[src/rtl/bsplit_pkg.sv]
// Shared types for the burst command splitter.
package bsplit_pkg;
    // Sequencer phases: idle, command pending, beats moving, read discard.
    typedef enum logic [1:0] {
        ST_IDLE  = 2'd0,
        ST_CMD   = 2'd1,
        ST_XFER  = 2'd2,
        ST_DRAIN = 2'd3
    } split_state_t;
endpackage

[src/rtl/bsplit_size.sv]
// Converts a programmed byte count into a beat count, a command length and
// an address step. Assumes BEAT_BYTES is a power of two. A count of zero
// means ZERO_BYTES bytes but is still sent to the core as length 0.
module bsplit_size #(
    parameter int CNT_W      = 11,
    parameter int BEAT_BYTES = 4,
    parameter int ZERO_BYTES = 1024
) (
    input  logic [CNT_W-1:0] cnt_i,
    output logic [CNT_W-1:0] beats_o,
    output logic [CNT_W-1:0] len_o,
    output logic [CNT_W-1:0] bytes_o
);
    localparam int SH = $clog2(BEAT_BYTES);
    localparam logic [CNT_W-1:0] ZERO_BEATS = CNT_W'(ZERO_BYTES >> SH);

    logic [CNT_W-1:0] whole;

    // Round down to whole beats, clamp to one beat, map zero to the default.
    always_comb begin
        whole = cnt_i >> SH;
        if (cnt_i == '0)
            beats_o = ZERO_BEATS;
        else if (whole == '0)
            beats_o = CNT_W'(1);
        else
            beats_o = whole;
        bytes_o = beats_o << SH;
        len_o   = (cnt_i == '0) ? '0 : bytes_o;
    end
endmodule

[src/rtl/bsplit_addr.sv]
// Command address register: loaded with the burst start address and
// advanced by one command's byte size each time a new command is raised.
module bsplit_addr #(
    parameter int ADDR_W = 32,
    parameter int CNT_W  = 11
) (
    input  logic              clk,
    input  logic              rst_n,
    input  logic              load_i,
    input  logic [ADDR_W-1:0] load_addr_i,
    input  logic              adv_i,
    input  logic [CNT_W-1:0]  step_i,
    output logic [ADDR_W-1:0] addr_o
);
    // Hold, load or step the command address.
    always_ff @(posedge clk) begin
        if (!rst_n)
            addr_o <= '0;
        else if (load_i)
            addr_o <= load_addr_i;
        else if (adv_i)
            addr_o <= addr_o + ADDR_W'(step_i);
    end
endmodule

[src/rtl/bsplit_ctrl.sv]
// Burst sequencer. Latches the per-burst settings at start, raises one
// command at a time, counts beats inside the current command, and after an
// early read end discards the core beats left in that command. Assumes the
// core takes every write beat in the cycle it is offered.
module bsplit_ctrl
    import bsplit_pkg::*;
#(
    parameter int CNT_W  = 11,
    parameter int PRIO_W = 3
) (
    input  logic              clk,
    input  logic              rst_n,
    input  logic              start_i,
    input  logic              write_i,
    input  logic [CNT_W-1:0]  beats_i,
    input  logic [CNT_W-1:0]  len_i,
    input  logic [CNT_W-1:0]  bytes_i,
    input  logic [PRIO_W-1:0] prio_i,
    input  logic              cmd_ready_i,
    input  logic              beat_valid_i,
    input  logic              last_i,
    input  logic              cr_valid_i,
    output logic              cmd_valid_o,
    output logic              bus_ready_o,
    output logic              cw_valid_o,
    output logic              rvalid_o,
    output logic              cr_ready_o,
    output logic              load_o,
    output logic              adv_o,
    output logic              write_o,
    output logic [CNT_W-1:0]  len_o,
    output logic [CNT_W-1:0]  bytes_o,
    output logic [PRIO_W-1:0] prio_o
);
    split_state_t     state_q;
    logic [CNT_W-1:0] beats_q;
    logic [CNT_W-1:0] cnt_q;
    logic             xfer;
    logic             fire;
    logic             cmd_end;

    // Handshake decode for the current phase.
    always_comb begin
        xfer        = (state_q == ST_XFER);
        cmd_valid_o = (state_q == ST_CMD);
        bus_ready_o = xfer && (write_o || cr_valid_i);
        fire        = bus_ready_o && beat_valid_i;
        cw_valid_o  = xfer && write_o && beat_valid_i;
        rvalid_o    = xfer && !write_o && beat_valid_i && cr_valid_i;
        cr_ready_o  = (xfer && !write_o && beat_valid_i) || (state_q == ST_DRAIN);
        cmd_end     = (cnt_q == beats_q - CNT_W'(1));
        load_o      = (state_q == ST_IDLE) && start_i;
        adv_o       = fire && !last_i && cmd_end;
    end

    // Latch the burst settings when a burst opens.
    always_ff @(posedge clk) begin
        if (!rst_n) begin
            write_o <= 1'b0;
            beats_q <= CNT_W'(1);
            len_o   <= '0;
            bytes_o <= '0;
            prio_o  <= '0;
        end else if (load_o) begin
            write_o <= write_i;
            beats_q <= beats_i;
            len_o   <= len_i;
            bytes_o <= bytes_i;
            prio_o  <= prio_i;
        end
    end

    // Phase sequencing and beat counting inside the current command.
    always_ff @(posedge clk) begin
        if (!rst_n) begin
            state_q <= ST_IDLE;
            cnt_q   <= '0;
        end else begin
            case (state_q)
                ST_IDLE: if (start_i) begin
                    state_q <= ST_CMD;
                    cnt_q   <= '0;
                end
                ST_CMD: if (cmd_ready_i) state_q <= ST_XFER;
                ST_XFER: if (fire) begin
                    if (last_i) begin
                        if (write_o || cmd_end) begin
                            state_q <= ST_IDLE;
                            cnt_q   <= '0;
                        end else begin
                            state_q <= ST_DRAIN;
                            cnt_q   <= cnt_q + CNT_W'(1);
                        end
                    end else if (cmd_end) begin
                        state_q <= ST_CMD;
                        cnt_q   <= '0;
                    end else begin
                        cnt_q <= cnt_q + CNT_W'(1);
                    end
                end
                ST_DRAIN: if (cr_valid_i) begin
                    if (cmd_end) begin
                        state_q <= ST_IDLE;
                        cnt_q   <= '0;
                    end else begin
                        cnt_q <= cnt_q + CNT_W'(1);
                    end
                end
                default: state_q <= ST_IDLE;
            endcase
        end
    end


    cmd_hold_chk: assert property (@(posedge clk) disable iff (!rst_n)
        cmd_valid_o && !cmd_ready_i |=> cmd_valid_o && $stable(len_o) && $stable(write_o));

    ready_excl_chk: assert property (@(posedge clk) disable iff (!rst_n)
        !(cmd_valid_o && bus_ready_o));

    beat_bound_chk: assert property (@(posedge clk) disable iff (!rst_n)
        (state_q != ST_IDLE) |-> (cnt_q < beats_q));

    drain_quiet_chk: assert property (@(posedge clk) disable iff (!rst_n)
        (state_q == ST_DRAIN) |-> (!rvalid_o && !bus_ready_o && cr_ready_o));

    wr_gate_chk: assert property (@(posedge clk) disable iff (!rst_n)
        cw_valid_o |-> (write_o && bus_ready_o));
endmodule

[src/rtl/burst_cmd_splitter.sv]
// Top level: splits an incrementing bus burst into fixed-size commands for a
// memory controller core. One size decoder per direction; the one for the
// burst's direction is latched at start. Read and write data pass through.
module burst_cmd_splitter #(
    parameter int ADDR_W     = 32,
    parameter int DATA_W     = 32,
    parameter int CNT_W      = 11,
    parameter int PRIO_W     = 3,
    parameter int ZERO_BYTES = 1024
) (
    input  logic              clk,
    input  logic              rst_n,
    input  logic [CNT_W-1:0]  cfg_rd_bytes,
    input  logic [CNT_W-1:0]  cfg_wr_bytes,
    input  logic [PRIO_W-1:0] cfg_wr_prio,
    input  logic              bus_start,
    input  logic [ADDR_W-1:0] bus_addr,
    input  logic              bus_write,
    input  logic              bus_beat_valid,
    input  logic              bus_last,
    input  logic [DATA_W-1:0] bus_wdata,
    output logic              bus_ready,
    output logic              bus_rvalid,
    output logic [DATA_W-1:0] bus_rdata,
    output logic              cmd_valid,
    input  logic              cmd_ready,
    output logic [ADDR_W-1:0] cmd_addr,
    output logic [CNT_W-1:0]  cmd_len,
    output logic              cmd_write,
    output logic [PRIO_W-1:0] cmd_prio,
    output logic              cw_valid,
    output logic [DATA_W-1:0] cw_data,
    input  logic              cr_valid,
    output logic              cr_ready,
    input  logic [DATA_W-1:0] cr_data
);
    localparam int BEAT_BYTES = DATA_W / 8;
    localparam int NDIR       = 2;

    logic [CNT_W-1:0]  dir_cnt   [NDIR];
    logic [CNT_W-1:0]  dir_beats [NDIR];
    logic [CNT_W-1:0]  dir_len   [NDIR];
    logic [CNT_W-1:0]  dir_bytes [NDIR];
    logic [PRIO_W-1:0] start_prio;
    logic [CNT_W-1:0]  step;
    logic              load;
    logic              adv;

    // Index 0 holds the read setting, index 1 the write setting.
    always_comb begin
        dir_cnt[0] = cfg_rd_bytes;
        dir_cnt[1] = cfg_wr_bytes;
        start_prio = bus_write ? cfg_wr_prio : '0;
    end

    for (genvar g = 0; g < NDIR; g++) begin : g_size
        bsplit_size #(
            .CNT_W     (CNT_W),
            .BEAT_BYTES(BEAT_BYTES),
            .ZERO_BYTES(ZERO_BYTES)
        ) u_size (
            .cnt_i  (dir_cnt[g]),
            .beats_o(dir_beats[g]),
            .len_o  (dir_len[g]),
            .bytes_o(dir_bytes[g])
        );
    end

    bsplit_ctrl #(
        .CNT_W (CNT_W),
        .PRIO_W(PRIO_W)
    ) u_ctrl (
        .clk         (clk),
        .rst_n       (rst_n),
        .start_i     (bus_start),
        .write_i     (bus_write),
        .beats_i     (dir_beats[bus_write]),
        .len_i       (dir_len[bus_write]),
        .bytes_i     (dir_bytes[bus_write]),
        .prio_i      (start_prio),
        .cmd_ready_i (cmd_ready),
        .beat_valid_i(bus_beat_valid),
        .last_i      (bus_last),
        .cr_valid_i  (cr_valid),
        .cmd_valid_o (cmd_valid),
        .bus_ready_o (bus_ready),
        .cw_valid_o  (cw_valid),
        .rvalid_o    (bus_rvalid),
        .cr_ready_o  (cr_ready),
        .load_o      (load),
        .adv_o       (adv),
        .write_o     (cmd_write),
        .len_o       (cmd_len),
        .bytes_o     (step),
        .prio_o      (cmd_prio)
    );

    bsplit_addr #(
        .ADDR_W(ADDR_W),
        .CNT_W (CNT_W)
    ) u_addr (
        .clk        (clk),
        .rst_n      (rst_n),
        .load_i     (load),
        .load_addr_i(bus_addr),
        .adv_i      (adv),
        .step_i     (step),
        .addr_o     (cmd_addr)
    );

    // Data paths pass straight through; the sequencer gates the strobes.
    always_comb begin
        cw_data   = bus_wdata;
        bus_rdata = cr_data;
    end


    addr_hold_chk: assert property (@(posedge clk) disable iff (!rst_n)
        cmd_valid && !cmd_ready |=> $stable(cmd_addr) && $stable(cmd_prio));

    rd_prio_chk: assert property (@(posedge clk) disable iff (!rst_n)
        cmd_valid && !cmd_write |-> (cmd_prio == '0));

    rd_no_wbeat_chk: assert property (@(posedge clk) disable iff (!rst_n)
        !cmd_write |-> !cw_valid);
endmodule

[config.mk]
export PLATFORM = sky130hd
export DESIGN_NAME = burst_cmd_splitter
export DESIGN_NICKNAME = d
export VERILOG_FILES = /design/src/rtl/bsplit_pkg.sv /design/src/rtl/bsplit_size.sv /design/src/rtl/bsplit_addr.sv /design/src/rtl/bsplit_ctrl.sv /design/src/rtl/burst_cmd_splitter.sv
export SDC_FILE = /design/constraint.sdc
export NUM_CORES = 1
export LEC_CHECK = 0
export ABC_AREA = 1
export ABC_CLOCK_PERIOD_IN_PS = 4000
export BUFFER_PORTS_ARGS = -buffer_cell sky130_fd_sc_hd__buf_2
export CORE_MARGIN = 2
export CORE_UTILIZATION = 30
export DETAILED_ROUTE_END_ITERATION = 10
export MAX_ROUTING_LAYER = met4
export PLACE_DENSITY = 0.55
export REMOVE_ABC_BUFFERS = 1
export SLEW_MARGIN = 10
export SYNTH_ARGS = -nofsm -noshare
export SYNTH_HDL_FRONTEND = slang
export SYNTH_HIERARCHICAL = 1
export SYNTH_SLANG_ARGS = --single-unit
[constraint.sdc]
create_clock -name clk -period 4 [get_ports clk]
set_input_delay 0.8 -clock clk [delete_from_list [all_inputs] [get_ports clk]]
set_output_delay 0.8 -clock clk [all_outputs]
set_load 0.005 [all_outputs]
* Word level (Yosys, flattened, before mapping)
Index checks and enable logic that the tools add are counted.
** Cells by class
- Eq/ne operators :: 10
- Reductions and logical operators :: 24
- Multiplexer cells :: 34
- Bitwise logic cells :: 1
- Add/sub/neg operators :: 3
- Order comparisons :: 1
** Operators with widths (number)
- two-way mux 11 bit :: 17
- two-way mux 32 bit :: 2
- logical NOT 11 bit :: 4
- two-way mux 9 bit :: 4
- case mux 11 bit (3 select lines) :: 1
- adder 32 x 11 -> 32 bit :: 1
- two-way mux 2 bit :: 8
- adder 11 x 1 -> 11 bit (second input constant) :: 1
- == test 11 bit :: 1
- subtractor 11 x 1 -> 11 bit (second input constant) :: 1
- logical AND 1 bit :: 10
- case mux 2 bit (4 select lines) :: 1
- != test 2 bit (second input constant) :: 3
- AND reduction 6 bit :: 1
- == test 2 bit (second input constant) :: 2
- != test 2 x 1 -> 1 bit (second input constant) :: 2
- AND reduction 4 bit :: 1
- logical OR 1 bit :: 3
- two-way mux 3 bit :: 1
- != test 3 bit (second input constant) :: 1
- nonzero test 3 bit :: 1
- == test 2 x 1 -> 1 bit (second input constant) :: 1
- >= comparator 2 bit (second input constant) :: 1
- logical NOT 1 bit :: 2
- other kinds (3) :: 3
** Storage, ports and cells
- Output and inout port bits :: 116
- Word-level logic and storage cells :: 81
- Bits in registers :: 82

* Depth between registers and ports, before layout
- Depth in word-level cells :: 7
- Depth in mapped cells :: 19

* Cells and area by module
The synthesis kept the hierarchy.
** By module, submodules not included
- bsplit_addr :: area an instance 2735.1 um^2, cells an instance 460, instances 1, sequential area each 640.6 um^2
- bsplit_ctrl :: area an instance 2513.7 um^2, cells an instance 372, instances 1, sequential area each 1001.0 um^2
- burst_cmd_splitter :: area an instance 1008.5 um^2, cells an instance 177, instances 1, sequential area each 0.0 um^2
- bsplit_size :: area an instance 281.5 um^2, cells an instance 49, instances 2, sequential area each 0.0 um^2

* Worst setup path before layout
No wires, ideal clock.
- Kind :: register to register
- From :: register u_ctrl.beats_q[0]
- To :: register u_addr.addr_o[4]
- Cell stages (with the launch flop) :: 17
- Slack :: 1.695 ns
- Required time :: 3.925 ns
- Clock period less this slack :: 2.305 ns
- Data arrival time :: 2.231 ns
- Path through :: dfxtp_1 -> inv_1 -> ha_1 -> inv_1 -> nor2_1 -> nand3_1 -> o21ai_0 -> nand3_1 -> nor2_1 -> nand3_2 -> nor3_1 -> inv_1 -> nor2_1 -> buf_2 -> buf_2 -> nand2_1 -> a31oi_1
** Between the ends
- Longest elaborated chain between the ends :: 4
** Ends and longest elaborated chain
- from (decl) :: line bsplit_ctrl.sv:36 : logic [CNT_W-1:0] beats_q;
- from (signal assigned) :: line bsplit_ctrl.sv:66 : beats_q <= beats_i;
- subtractor 11 x 1 -> 11 bit :: line bsplit_ctrl.sv:51 : cmd_end = (cnt_q == beats_q - CNT_W'(1));
- == test 11 bit :: line bsplit_ctrl.sv:51
- logical AND 1 bit :: line bsplit_ctrl.sv:53 : adv_o = fire && !last_i && cmd_end;
- named net adv :: line burst_cmd_splitter.sv:47 : logic adv;
- nonzero test 2 bit (no line)
- to (signal assigned) :: line bsplit_addr.sv:20 : addr_o <= load_addr_i;
- to (signal assigned) :: line bsplit_addr.sv:22 : addr_o <= addr_o + ADDR_W'(step_i);
- to (decl) :: line bsplit_addr.sv:13 : output logic [ADDR_W-1:0] addr_o
The timed path passes the listed nets, and every way through them passes these cells.
A chain may end at the register's enable or synchronous reset.

* Worst setup path after layout
- From :: register u_ctrl.beats_q[0]
- To :: register u_addr.addr_o[22]
The elaborated chain is that of the path after synthesis.

==> out/qor.csv <==
stage,metric,value,unit
global_routing,antenna_found_initial,0,
critical_path,slowest_delay,0.39,ns
clock_network,cts_sinks,82,
layout,final_area,0.00703,mm^2
clock_network,numCtsBuffers,9,
layout,antennaDiodeCount,0,
clock_network,cts.clk_slew.worst_paths,0.07,ns
run,maxCapViolCount,0,
power,finalPower,3310,uW
power,peakVddDrop,0.195,mV
floorplan,dieArea,0.0240,mm^2
detailed_routing,drt_iter0_markers,506,
power,power_switching,1420,uW
sta,tns,0,ns
clock_network,cts_hold_buffers,0,
sta,slew_headroom,29.6,%
detailed_routing,vias_per_cell,4.67,
critical_path,critPathMaxFanout,16,
logic_synthesis,ys_seq_area_share,24.1,%
clock_network,cts_resized,0,
power,swShare,42.9,%
place,placed_area,0.00675,mm^2
min_path,hold_path_class,flip-flop to flip-flop,
critical_path,crit_slowest_cell,nor2_2,
floorplan,fp.dieW,155,um
clock_network,htree_levels,3,
logic_synthesis,synth.area.top_cells,"dfxtp_1, nand2_1, buf_4",
sta,fin_crit_sh,74.2,%
floorplan,die_y,155,um
critical_path,critPathLaunchType,flip-flop,
power,p_leak,0.00352,uW
global_routing,grt_pass1_vias,6010,
power,combPwrFrac,40.3,%
place,place.gp.congestion,0.898,
critical_path,timing.rr.start,u_ctrl/beats_q[0]$_SDFFE_PN1P_,
power,seqPwrFrac,35.6,%
power,clkPwrFrac,24.1,%
logic_synthesis,yosys_warnings,6,
clock_network,root_buffer,clkbuf_16,
sta,rsz0062_at_grt,false,
layout,final_core_util,31.2,%
logic_synthesis,syn_area_per_cell,6.16,um^2
clock_network,post_cts_buffers,0,
min_path,min-delay-start,u_ctrl/beats_q[9]$_SDFFE_PN0P_,
detailed_routing,drt_pass1_iterations,5,
floorplan,io_pins,245,
layout,multiInputGateArea,0.00367,mm^2
outcome,status,"complete, no violations",
detailed_routing,drc,0,
global_routing,grt_max_degree,46,
layout,register_area,0.00164,mm^2
detailed_routing,antenna_left,0,
critical_path,crit_chain,"inv_1, ha_1, inv_1, nor2_1, nand3_1, o21ai_0, nand3_1, nor2_1, nand3_2, nor3_1, inv_1, nor2_2, buf_4, nand3_1, a21oi_2",
sta,max_freq,337,MHz
clock_network,worstSkewPairLatency,0.35,ns
floorplan,start_util,30.3,%
detailed_routing,routed_wirelength,22600,um
floorplan,core_area,0.0225,mm^2
detailed_routing,via_count,6456,
global_routing,track_usage,19.7,%
sta,drv_slew,0,
sta,setup_violations,0,
clock_network,cts_tree,built,
global_routing,grt_overflow,0,
sta,finalClockSkew,0.0111,ns
logic_synthesis,yosysTopAreaCell,dfxtp_1,
critical_path,endpoint_kind,flip-flop,
logic_synthesis,synth_cell_types,44,
critical_path,critical-path-top-delay-family,simple AND/OR/NAND/NOR gates,
layout,drive_gt1_share,18.7,%
layout,areaGrowthSynthToFinish,3.01,%
sta,worstMarginPinSlew,1.06,ns
logic_synthesis,syn-cell-area,0.00682,mm^2
layout,fin_nets,1234,
clock_network,clk_path_buf_depth,2,
logic_synthesis,synthCells,1107,
layout,final_cells,1381,
logic_synthesis,synth-seq-cells,82,
critical_path,critPathLaunch,u_ctrl/beats_q[0]$_SDFFE_PN1P_,
power,intPower,1890,uW
logic_synthesis,synth_top_area_share,24.1,%
power,pwr_density_cell,471,mW/mm^2
critical_path,cp.arrival,3.24,ns
place,hpwl,17600,um
place,portBuffers,116,
layout,fillers,2454,
critical_path,required,4.27,ns
floorplan,rows,55,
sta,finalHoldViolations,0,
critical_path,rrSetupSlack,1.03,ns
place,dp.cells,1365,
critical_path,worstSetupPathType,flip-flop to flip-flop,
critical_path,crit_buf_inv,4,
sta,finalCriticalPeriod,2.97,ns
detailed_routing,wire_per_inst,16.4,um
global_routing,grt_first_pass_wirelength,34900,um
-- synthesized netlist by cell type (all sizes together) --
| cell type | n |
|---|---|
| xnor2 | 2 |
| a31oi | 11 |
| nor3 | 17 |
| o22ai | 1 |
| o21ai | 46 |
| nor3b | 1 |
| nor2 | 138 |
| and2b | 1 |
| nand3b | 4 |
| dfxtp | 82 |
| xor2 | 10 |
| and2 | 4 |
| or2 | 3 |
| inv | 119 |
| buf | 118 |
| a22oi | 21 |
| o211ai | 1 |
| ha | 13 |
| nand2 | 338 |
| clkbuf | 40 |
| a21boi | 1 |
| conb | 2 |
| fa | 1 |
| clkinv | 1 |
| nand3 | 85 |
| nand4 | 5 |
| a21oi | 42 |
-- routing by layer --
layer	routed length (um)	share of wire, %	global-route usage [%]	up-vias
met5	0	0	-	-
met4	242	1.1	4.85	0
met3	2760	12	11.9	17
met2	8620	38	25.7	235
met1	11000	49	25.3	2889
li1	-	-	-	3315
-- power groups by stage --
| stage | Sequential, uW | Combinational [uW] | Clock [uW] |
|---|---|---|---|
| final | 1180 | 1330 | 797 |
| after global routing | 1210 | 1530 | 850 |
| after CTS | 1180 | 1340 | 811 |
| after detailed placement | 1200 | 1340 | 0 |
| after global placement | 1200 | 1330 | 0 |
| after floorplan | 1150 | 911 | 0 |
-- placed cells by master, fill, tap and decap left out, types with 3 or more instances in the layout --
cell type	instances
a21oi_1	40
a22oi_1	21
a31oi_1	11
and2_1	4
buf_2	116
buf_4	5
clkbuf_16	9
conb_1	12
dfxtp_1	82
ha_1	13
inv_1	109
inv_2	8
nand2_1	313
nand2_2	22
nand2_4	3
nand3_1	77
nand3_2	7
nand3b_1	4
nand4_1	5
nor2_1	123
nor2_2	12
nor2_4	3
nor3_1	8
nor3_2	8
o21ai_0	44
or2_1	3
xor2_1	10
-- worst reg2reg max path, delay by kind of cell, from the launching register on --
family	cells	cell delay, ns
and+or+nand+nor	8	1.43
AOI/OAI and AO/OA	2	0.29
buffers and inverters	4	0.62
adders and majority gates	1	0.23
DFF	1	0.31
-- stage by stage --
stage	hold slack, ns	worst slack [ns]
3_5_place_dp	0.489	1.08
6_report	0.499	1.03
3_3_place_gp	0.479	1.16
5_1_grt	0.532	0.640
2_1_floorplan	0.456	-0.154
4_1_cts	0.499	1.07
-- cell families after synthesis --
logic type,after synthesis,synth area share [%]
compound gates,123,10.2
fa+ha+maj,14,2.68
flops,82,24.1
xor+xnor,12,1.54
buf+inv,278,22.8
other cells,2,0.110
simple gates,596,38.6
-- state kept, by name, indices dropped and copies added, names as in the netlist --
register	count
u_addr/addr_o	32
u_ctrl/len_o	11
u_ctrl/bytes_o	11
u_ctrl/state_q	2
u_ctrl/cnt_q	11
u_ctrl/beats_q	11
u_ctrl/write_o	1
u_ctrl/prio_o	3
-- path summary, 6_finish.rpt --
| kind | endpoint | cells after the start |
|---|---|---|
| max | u_addr/addr_o[22]$_SDFFE_PN0P_ | 15 |
| min | u_ctrl/beats_q[9]$_SDFFE_PN0P_ | 2 |
| max reg2reg | u_addr/addr_o[22]$_SDFFE_PN0P_ | 15 |
| min reg2reg | u_ctrl/beats_q[9]$_SDFFE_PN0P_ | 2 |
-- area by class of cell --
| type | instances | area share, % |
|---|---|---|
| clock buffer | 10 | 3.26 |
| timing repair buffer | 121 | 8.80 |
| tap | 285 | 5.08 |
| sequential | 82 | 23.4 |
| multi-input combinational | 757 | 52.3 |
| clock inverter | 6 | 0.606 |
| inverter | 120 | 6.59 |
No activity file was read; power rests on OpenSTA's default activity.
